## src/rtl/pcm_volume_pkg.sv

```systemverilog
// Shared constants for the PCM volume stage.
// Assumes the code step is 1/16 of a factor of two (16 x 0.375 dB = 6 dB).
package pcm_volume_pkg;
    localparam int SAMPLE_W   = 24;   // audio sample width
    localparam int CODE_W     = 8;    // volume code width
    localparam int UNITY_CODE = 192;  // code giving 0 dB
    localparam int STEP_LG2   = 4;    // 16 codes per octave
    localparam int FRAC_W     = 15;   // fraction bits of the multiplier (Q1.15)
    localparam int MULT_W     = FRAC_W + 1;
    localparam int SH_W       = CODE_W + 1 - STEP_LG2;
endpackage

```

## src/rtl/pcm_volume_regs.sv

```systemverilog
// Volume and mute control registers.
// Holds the pending and active volume codes and both mute bits.
// Assumes vol_wr with vol_upd takes priority over vol_commit in the same cycle.
module pcm_volume_regs
    import pcm_volume_pkg::*;
#(
    parameter int CW    = CODE_W,
    parameter int UNITY = UNITY_CODE
) (
    input  logic          clk,
    input  logic          rst_n,
    input  logic          vol_wr,
    input  logic [CW-1:0] vol_code,
    input  logic          vol_upd,
    input  logic          vol_commit,
    input  logic          mute_wr,
    input  logic          mute_ch_d,
    input  logic          mute_all_d,
    output logic [CW-1:0] active_code,
    output logic          mute_ch_q,
    output logic          mute_all_q
);
    localparam logic [CW-1:0] RESET_CODE = CW'(UNITY);

    logic [CW-1:0] pend_code;

    // Purpose: capture written codes and move pending to active on an update.
    always_ff @(posedge clk) begin
        if (!rst_n) begin
            pend_code   <= RESET_CODE;
            active_code <= RESET_CODE;
        end else begin
            if (vol_wr) begin
                pend_code <= vol_code;
            end
            if (vol_wr && vol_upd) begin
                active_code <= vol_code;
            end else if (vol_commit) begin
                active_code <= pend_code;
            end
        end
    end

    // Purpose: hold the channel and global mute bits.
    always_ff @(posedge clk) begin
        if (!rst_n) begin
            mute_ch_q  <= 1'b0;
            mute_all_q <= 1'b0;
        end else if (mute_wr) begin
            mute_ch_q  <= mute_ch_d;
            mute_all_q <= mute_all_d;
        end
    end

    a_r5_hold_without_update: assert property (@(posedge clk) disable iff (!rst_n)
        (vol_wr && !vol_upd && !vol_commit) |=> $stable(active_code));

    a_r6_update_loads_code: assert property (@(posedge clk) disable iff (!rst_n)
        (vol_wr && vol_upd) |=> (active_code == $past(vol_code)));

    a_r6_commit_loads_pending: assert property (@(posedge clk) disable iff (!rst_n)
        (vol_commit && !(vol_wr && vol_upd)) |=> (active_code == $past(pend_code)));
endmodule

```

## src/rtl/pcm_volume_gain_map.sv

```systemverilog
// Converts a logarithmic volume code into a fractional multiplier and a right shift.
// The code offset from unity splits into octaves (upper bits) and 1/16-octave steps (low bits).
// Assumes STEP_LG2 == 4: the fraction table has 16 entries, floor(32768 * 2^(k/16)).
module pcm_volume_gain_map
    import pcm_volume_pkg::*;
#(
    parameter int CW    = CODE_W,
    parameter int UNITY = UNITY_CODE,
    parameter int FW    = FRAC_W,
    parameter int LG    = STEP_LG2
) (
    input  logic [CW-1:0]      code,
    output logic [FW:0]        mult,
    output logic [CW-LG:0]     rsh,
    output logic               is_mute_code
);
    localparam logic signed [CW:0] UNITY_S = (CW+1)'(UNITY);

    logic signed [CW:0] diff;
    logic [LG-1:0]      step;

    // Purpose: signed distance from the unity code.
    always_comb begin
        diff = $signed({1'b0, code}) - UNITY_S;
        step = diff[LG-1:0];
    end

    // Purpose: total right shift = fraction bits minus the octave count.
    always_comb begin
        rsh = (CW-LG+1)'(FW) - diff[CW:LG];
    end

    // Purpose: fractional multiplier 2^(step/16) in unsigned Q1.15.
    always_comb begin
        case (step)
            4'd0:    mult = 16'd32768;
            4'd1:    mult = 16'd34218;
            4'd2:    mult = 16'd35733;
            4'd3:    mult = 16'd37315;
            4'd4:    mult = 16'd38967;
            4'd5:    mult = 16'd40693;
            4'd6:    mult = 16'd42494;
            4'd7:    mult = 16'd44376;
            4'd8:    mult = 16'd46340;
            4'd9:    mult = 16'd48392;
            4'd10:   mult = 16'd50535;
            4'd11:   mult = 16'd52772;
            4'd12:   mult = 16'd55108;
            4'd13:   mult = 16'd57548;
            4'd14:   mult = 16'd60096;
            default: mult = 16'd62757;
        endcase
    end

    // Purpose: flag the reserved silence code.
    always_comb begin
        is_mute_code = (code == '0);
    end
endmodule

```

## src/rtl/pcm_volume_path.sv

```systemverilog
// Two-stage sample path: stage 1 captures the sample with its gain and zero request,
// stage 2 multiplies, shifts, saturates and drives the output.
// Assumes the shift amount lies within the product width.
module pcm_volume_path
    import pcm_volume_pkg::*;
#(
    parameter int W  = SAMPLE_W,
    parameter int FW = FRAC_W,
    parameter int SW = SH_W
) (
    input  logic                clk,
    input  logic                rst_n,
    input  logic                in_valid,
    input  logic signed [W-1:0] in_sample,
    input  logic [FW:0]         mult,
    input  logic [SW-1:0]       rsh,
    input  logic                force_zero,
    output logic                out_valid,
    output logic signed [W-1:0] out_sample
);
    localparam int PROD_W = W + FW + 2;

    logic                     s1_valid;
    logic signed [W-1:0]      s1_sample;
    logic [FW:0]              s1_mult;
    logic [SW-1:0]            s1_rsh;
    logic                     s1_zero;

    logic signed [PROD_W-1:0] samp_ext;
    logic signed [PROD_W-1:0] mult_ext;
    logic signed [PROD_W-1:0] prod;
    logic signed [PROD_W-1:0] shifted;
    logic signed [W-1:0]      sat_val;
    logic                     ovf;

    // Purpose: stage 1, capture the sample together with the gain in force at acceptance.
    always_ff @(posedge clk) begin
        if (!rst_n) begin
            s1_valid  <= 1'b0;
            s1_sample <= '0;
            s1_mult   <= '0;
            s1_rsh    <= '0;
            s1_zero   <= 1'b0;
        end else begin
            s1_valid <= in_valid;
            if (in_valid) begin
                s1_sample <= in_sample;
                s1_mult   <= mult;
                s1_rsh    <= rsh;
                s1_zero   <= force_zero;
            end
        end
    end

    // Purpose: full-precision product followed by an arithmetic right shift.
    always_comb begin
        samp_ext = {{(PROD_W-W){s1_sample[W-1]}}, s1_sample};
        mult_ext = {{(PROD_W-FW-1){1'b0}}, s1_mult};
        prod     = samp_ext * mult_ext;
        shifted  = prod >>> s1_rsh;
    end

    // Purpose: clamp to the signed sample range when the upper bits disagree.
    always_comb begin
        ovf = (shifted[PROD_W-1:W-1] != '0) && (shifted[PROD_W-1:W-1] != '1);
        if (ovf) begin
            sat_val = shifted[PROD_W-1] ? {1'b1, {(W-1){1'b0}}} : {1'b0, {(W-1){1'b1}}};
        end else begin
            sat_val = shifted[W-1:0];
        end
    end

    // Purpose: stage 2, register the result or zero when muted or disabled.
    always_ff @(posedge clk) begin
        if (!rst_n) begin
            out_valid  <= 1'b0;
            out_sample <= '0;
        end else begin
            out_valid <= s1_valid;
            if (s1_valid) begin
                out_sample <= s1_zero ? '0 : sat_val;
            end
        end
    end

    a_r3_no_overflow: assert property (@(posedge clk) disable iff (!rst_n)
        (s1_valid && !s1_zero && !s1_sample[W-1]) |=> !out_sample[W-1]);

    a_r8_zero_when_forced: assert property (@(posedge clk) disable iff (!rst_n)
        (s1_valid && s1_zero) |=> (out_sample == '0));
endmodule

```

## src/rtl/pcm_volume.sv

```systemverilog
// Top of the PCM volume stage: control registers, code-to-gain map and sample path.
// Assumes control writes and samples share one clock; the state at a sample's
// accepting edge (before that edge's writes) applies to the sample.
module pcm_volume
    import pcm_volume_pkg::*;
#(
    parameter int W  = SAMPLE_W,
    parameter int CW = CODE_W
) (
    input  logic          clk,
    input  logic          rst_n,
    input  logic          chan_en,
    input  logic          vol_wr,
    input  logic [CW-1:0] vol_code,
    input  logic          vol_upd,
    input  logic          vol_commit,
    input  logic          mute_wr,
    input  logic          mute_ch_d,
    input  logic          mute_all_d,
    input  logic          in_valid,
    input  logic [W-1:0]  in_sample,
    output logic          out_valid,
    output logic [W-1:0]  out_sample
);
    localparam int SW = CW + 1 - STEP_LG2;

    logic [CW-1:0]       active_code;
    logic                mute_ch_q;
    logic                mute_all_q;
    logic [FRAC_W:0]     mult;
    logic [SW-1:0]       rsh;
    logic                is_mute_code;
    logic                force_zero;
    logic signed [W-1:0] path_out;

    pcm_volume_regs #(.CW(CW), .UNITY(UNITY_CODE)) u_regs (
        .clk         (clk),
        .rst_n       (rst_n),
        .vol_wr      (vol_wr),
        .vol_code    (vol_code),
        .vol_upd     (vol_upd),
        .vol_commit  (vol_commit),
        .mute_wr     (mute_wr),
        .mute_ch_d   (mute_ch_d),
        .mute_all_d  (mute_all_d),
        .active_code (active_code),
        .mute_ch_q   (mute_ch_q),
        .mute_all_q  (mute_all_q)
    );

    pcm_volume_gain_map #(.CW(CW), .UNITY(UNITY_CODE), .FW(FRAC_W), .LG(STEP_LG2)) u_map (
        .code         (active_code),
        .mult         (mult),
        .rsh          (rsh),
        .is_mute_code (is_mute_code)
    );

    // Purpose: any of the four silence conditions zeroes the sample.
    always_comb begin
        force_zero = !chan_en || mute_ch_q || mute_all_q || is_mute_code;
    end

    pcm_volume_path #(.W(W), .FW(FRAC_W), .SW(SW)) u_path (
        .clk        (clk),
        .rst_n      (rst_n),
        .in_valid   (in_valid),
        .in_sample  ($signed(in_sample)),
        .mult       (mult),
        .rsh        (rsh),
        .force_zero (force_zero),
        .out_valid  (out_valid),
        .out_sample (path_out)
    );

    assign out_sample = path_out;

    a_r9_valid_latency: assert property (@(posedge clk) disable iff (!rst_n)
        in_valid |-> ##2 out_valid);

    a_r9_no_spurious_valid: assert property (@(posedge clk) disable iff (!rst_n)
        !in_valid |-> ##2 !out_valid);

    a_r7_mute_zero: assert property (@(posedge clk) disable iff (!rst_n)
        (in_valid && (mute_ch_q || mute_all_q)) |-> ##2 (out_sample == '0));

    a_r4_code_zero_silent: assert property (@(posedge clk) disable iff (!rst_n)
        (in_valid && active_code == '0) |-> ##2 (out_sample == '0));
endmodule

```

## config.mk

```make
export PLATFORM = sky130hd
export DESIGN_NAME = pcm_volume
export DESIGN_NICKNAME = d
export VERILOG_FILES = /design/src/rtl/pcm_volume_pkg.sv /design/src/rtl/pcm_volume_regs.sv /design/src/rtl/pcm_volume_gain_map.sv /design/src/rtl/pcm_volume_path.sv /design/src/rtl/pcm_volume.sv
export SDC_FILE = /design/constraint.sdc
export NUM_CORES = 1
export LEC_CHECK = 0
export ABC_CLOCK_PERIOD_IN_PS = 12200
export CAP_MARGIN = 20
export CORE_UTILIZATION = 60
export CTS_CLUSTER_SIZE = 40
export DETAILED_ROUTE_END_ITERATION = 10
export DONT_BUFFER_PORTS = 1
export PLACE_DENSITY_LB_ADDON = 0.3
export SLEW_MARGIN = 20
export SYNTH_ARGS = -nofsm -noshare
export SYNTH_HDL_FRONTEND = slang
export SYNTH_HIERARCHICAL = 1
export SYNTH_SLANG_ARGS = --single-unit
```

## constraint.sdc

```tcl
create_clock -name clk -period 12.2 [get_ports clk]
set_input_delay 3.66 -clock clk [delete_from_list [all_inputs] [get_ports clk]]
set_output_delay 3.66 -clock clk [all_outputs]
set_load 0.005 [all_outputs]
```

==> results_dict.tcl <==
set metrics [dict create \
    powerDensity_mw_per_mm2 69.7 \
    slew_headroom_pct 26.6 \
    cp_num_buf_inv 3 \
    vdd_ir_drop_max_uv 77.4 \
    yosys.area.top_type "fa_1" \
    final_cells 2774 \
    fmax_mhz 106 \
    clock_path_buffers 2 \
    wl_mm 54.2 \
    core_area_sq_mm 0.0348 \
    io_buffers 0 \
    grt_overflow 0 \
    yosys-top-cells-area "fa_1 (35%), dfxtp_1 (8.4%), ha_1 (6.6%), inv_1 (6.5%), mux2i_1 (6.0%)" \
    drv_slew 0 \
    synth_top_family_by_area "adder cells" \
    power_frac_comb_pct 55.0 \
    path_max_fanout 25 \
    yosys-mux-area-fraction_pct 7.97 \
    cts_tree "done" \
    clk_pin_slew_ns 0.08 \
    routedWlPerCell_um 19.5 \
    insertion_delay_ns 0.39 \
    synth_xor_area_share_pct 1.42 \
    power_mw 1.51 \
    cts_setup_buffers 0 \
    fill_cells 3012 \
    syn_avg_cell_area_sq_um 8.74 \
    synth_compound_gate_area_share_pct 11.5 \
    cp.arrival_ns 9.79 \
    crit_type "flip-flop to flip-flop" \
    tightestPinTransition_ns 1.10 \
    finalSetupTns_ns 0 \
    synthAdderAreaFrac_pct 42.0 \
    pin_count 67 \
    required_ns 12.53 \
    firstDrtPassIters 6 \
    place_congestion 0.978 \
    post-dp-hpwl_mm 43.1 \
    ctsHoldBuffers 0 \
    slowest_stage "dfxtp_1" \
    multi_input_area_sq_mm 0.0174 \
    start_kind "flip-flop" \
    synth.distinct_cells 109 \
    finClkSkew_ns 0.00932 \
    grt_pass1_vias 18000 \
    synth-simple-area-share_pct 18.6 \
    power.share.switching_pct 48.0 \
    status "completed" \
    syn_inst 2442 \
    antenna_found_initial 0 \
    track_usage_pct 31.9 \
    die_x_um 191 \
    setup_viol 0 \
    cts.sinks 90 \
    design_area_sq_mm 0.0216 \
    yosys.cell_count.top_type "fa_1" \
    critPathMaxStageDelay_ns 0.99 \
    drive_above_1_share_pct 5.22 \
    grt_max_degree 52 \
    internal-power_mw 0.784 \
    regArea_sq_mm 0.00180 \
    path_cells "nand2_1 > fa_1 > inv_1 > fa_1 > inv_1 > fa_1 > fa_1 > fa_1 > fa_1 > inv_1 > ha_1 > and4_1 > and3_1 > a221oi_2 > nand2_1 > nor4_1 > nor3_1 > a21o_2 > mux4_2 > nand4_1 > or4_4 > nor3_2 > a311oi_2 > o221a_2" \
    p_sw_mw 0.723 \
    dp.cells 2758 \
    synth-async-reset-ratio_pct 0 \
    vias 17000 \
    power_leakage_nw 9.03 \
    clockPowerShare_pct 20.1 \
    synth_nets 2974 \
    r2r-start "u_path/s1_mult[2]$_SDFFE_PN0P_" \
    endpoint_kind "flip-flop" \
    fp-row-count 68 \
    finalWorstPathRequiredPeriod_ns 9.46 \
    root_buffer "clkbuf_16" \
    cp_top_family "adder cells" \
    drc 0 \
    via_per_inst 6.12 \
    grt_pass1_wl_mm 91.1 \
    final-hold-violation-count 0 \
    crit_top_cell "fa_1" \
    synth_edf_count 0 \
    synthesis.area_sq_mm 0.0213 \
    die_h_um 191 \
    seq_power_share_pct 24.8 \
    grt_setup_unrepaired "false" \
    yosysSeqAreaShare_pct 8.44 \
    num_antenna_cells 0 \
    whs_ns 0.498 \
    synth_ff_type "dfxtp_1" \
    ys_warn_count 6 \
    yosys.area.top_type_share_pct 35.4 \
    finalCritPeriodShare_pct 77.5 \
    worstHoldStart "u_path/s1_mult[10]$_SDFFE_PN0P_" \
    start_util_pct 61.3 \
    ant_nets 0 \
    hp-class "flip-flop to flip-flop" \
    ys_seq_elements 90 \
    die_area_sq_mm 0.0363 \
    cts_resized 0 \
    max-cap-violations 0 \
    htree_levels 3 \
    drt-initial-drc-count 1314 \
    startpoint "u_path/s1_mult[2]$_SDFFE_PN0P_" \
    placed_cell_area_sq_mm 0.0213 \
    synthTopCellsByCount "fa_1 (377), inv_1 (372), nand2_1 (342), and2_1 (143), nor2_1 (141)" \
    cts_buffers 9 \
    layout-area-overhead-vs-synth_pct 1.29 \
    finalNetCount 2846 \
]
## sequential cells by signal, indices dropped and copies added (netlist names)
signal	flops
u_path/out_valid	1
u_regs/mute_all_q	1
u_path/s1_valid	1
u_path/s1_rsh	5
u_path/out_sample	24
u_path/s1_mult	16
u_regs/pend_code	8
u_path/s1_zero	1
u_path/s1_sample	24
u_regs/mute_ch_q	1
u_regs/active_code	8
## cell type report
| cell class | count | area share, % |
|---|---|---|
| clock buffers | 9 | 1.04 |
| clock inverters | 7 | 0.376 |
| inverters | 378 | 6.56 |
| multi-input cells | 1817 | 80.4 |
| flip-flops and latches | 90 | 8.34 |
| well taps | 455 | 2.63 |
| repair buffers | 18 | 0.625 |
## path summary, 6_finish.rpt
path | end | slack, ns | cells past startpoint
max | u_path/out_sample[4]$_SDFFE_PN0P_ | 2.74 | 24
min | u_path/s1_mult[10]$_SDFFE_PN0P_ | 0.50 | 2
max reg2reg | u_path/out_sample[4]$_SDFFE_PN0P_ | 2.74 | 24
min reg2reg | u_path/s1_mult[10]$_SDFFE_PN0P_ | 0.50 | 2
## placed cells by master (no fill, tap or decap), types with 22 or more instances in the layout
cell and count:
ha_1 113, o211ai_1 22, nor2b_1 24, mux2i_1 129
and2_1 143, nand2_1 342, fa_1 377, nand4_1 23
a21oi_1 71, nor3_1 28, dfxtp_1 89, nor2_1 141
inv_1 372, a211oi_1 27, o21ai_0 35
## metal layers
layer  up-vias  track usage [%]  share of wire [%]
met1      8610             41.1                 41
met3       108             4.58                5.8
li1       7630                -                  -
met5         -                0                  0
met2       620             55.1                 50
met4         0             10.5                2.8
## power groups by stage
stage	sequential, mW	clock (mW)	combinational [mW]
2_1_floorplan	0.338	0	0.663
3_3_place_gp	0.378	0	0.798
3_5_place_dp	0.380	0	0.811
4_1_cts	0.373	0.311	0.818
5_1_grt	0.379	0.320	0.912
6_report	0.375	0.304	0.829
## logic make-up (layout without fill, tap and decap cells)
family | count (synthesis) | in the layout
flops | 90 | 90
fa+ha+maj | 490 | 490
other cells | 1 | 1
buf+inv | 535 | 412
mux | 154 | 154
compound gates | 327 | 327
xor+xnor | 33 | 33
simple gates | 812 | 812
## metrics by stage
step,util (%),worst slack (ns)
2_1_floorplan,-,4.45
3_3_place_gp,61.2,3.28
3_5_place_dp,61.2,2.93
4_1_cts,62.1,2.89
5_1_grt,62.1,2.31
6_report,62.1,2.74
## worst register-to-register path, stage by stage, from the launching register on
cell and delay [ns]:
dfxtp_1 0.99, nand2_1 0.31, fa_1 0.74, inv_1 0.12, fa_1 0.43, inv_1 0.32, fa_1 0.52, fa_1 0.59
fa_1 0.45, fa_1 0.49, inv_1 0.04, ha_1 0.40, and4_1 0.31, and3_1 0.21, a221oi_2 0.32, nand2_1 0.22
nor4_1 0.48, nor3_1 0.16, a21o_2 0.27, mux4_2 0.50, nand4_1 0.13, or4_4 0.16, nor3_2 0.06, a311oi_2 0.85
o221a_2 0.34
Note: power is estimated with default switching activity, not from simulation.
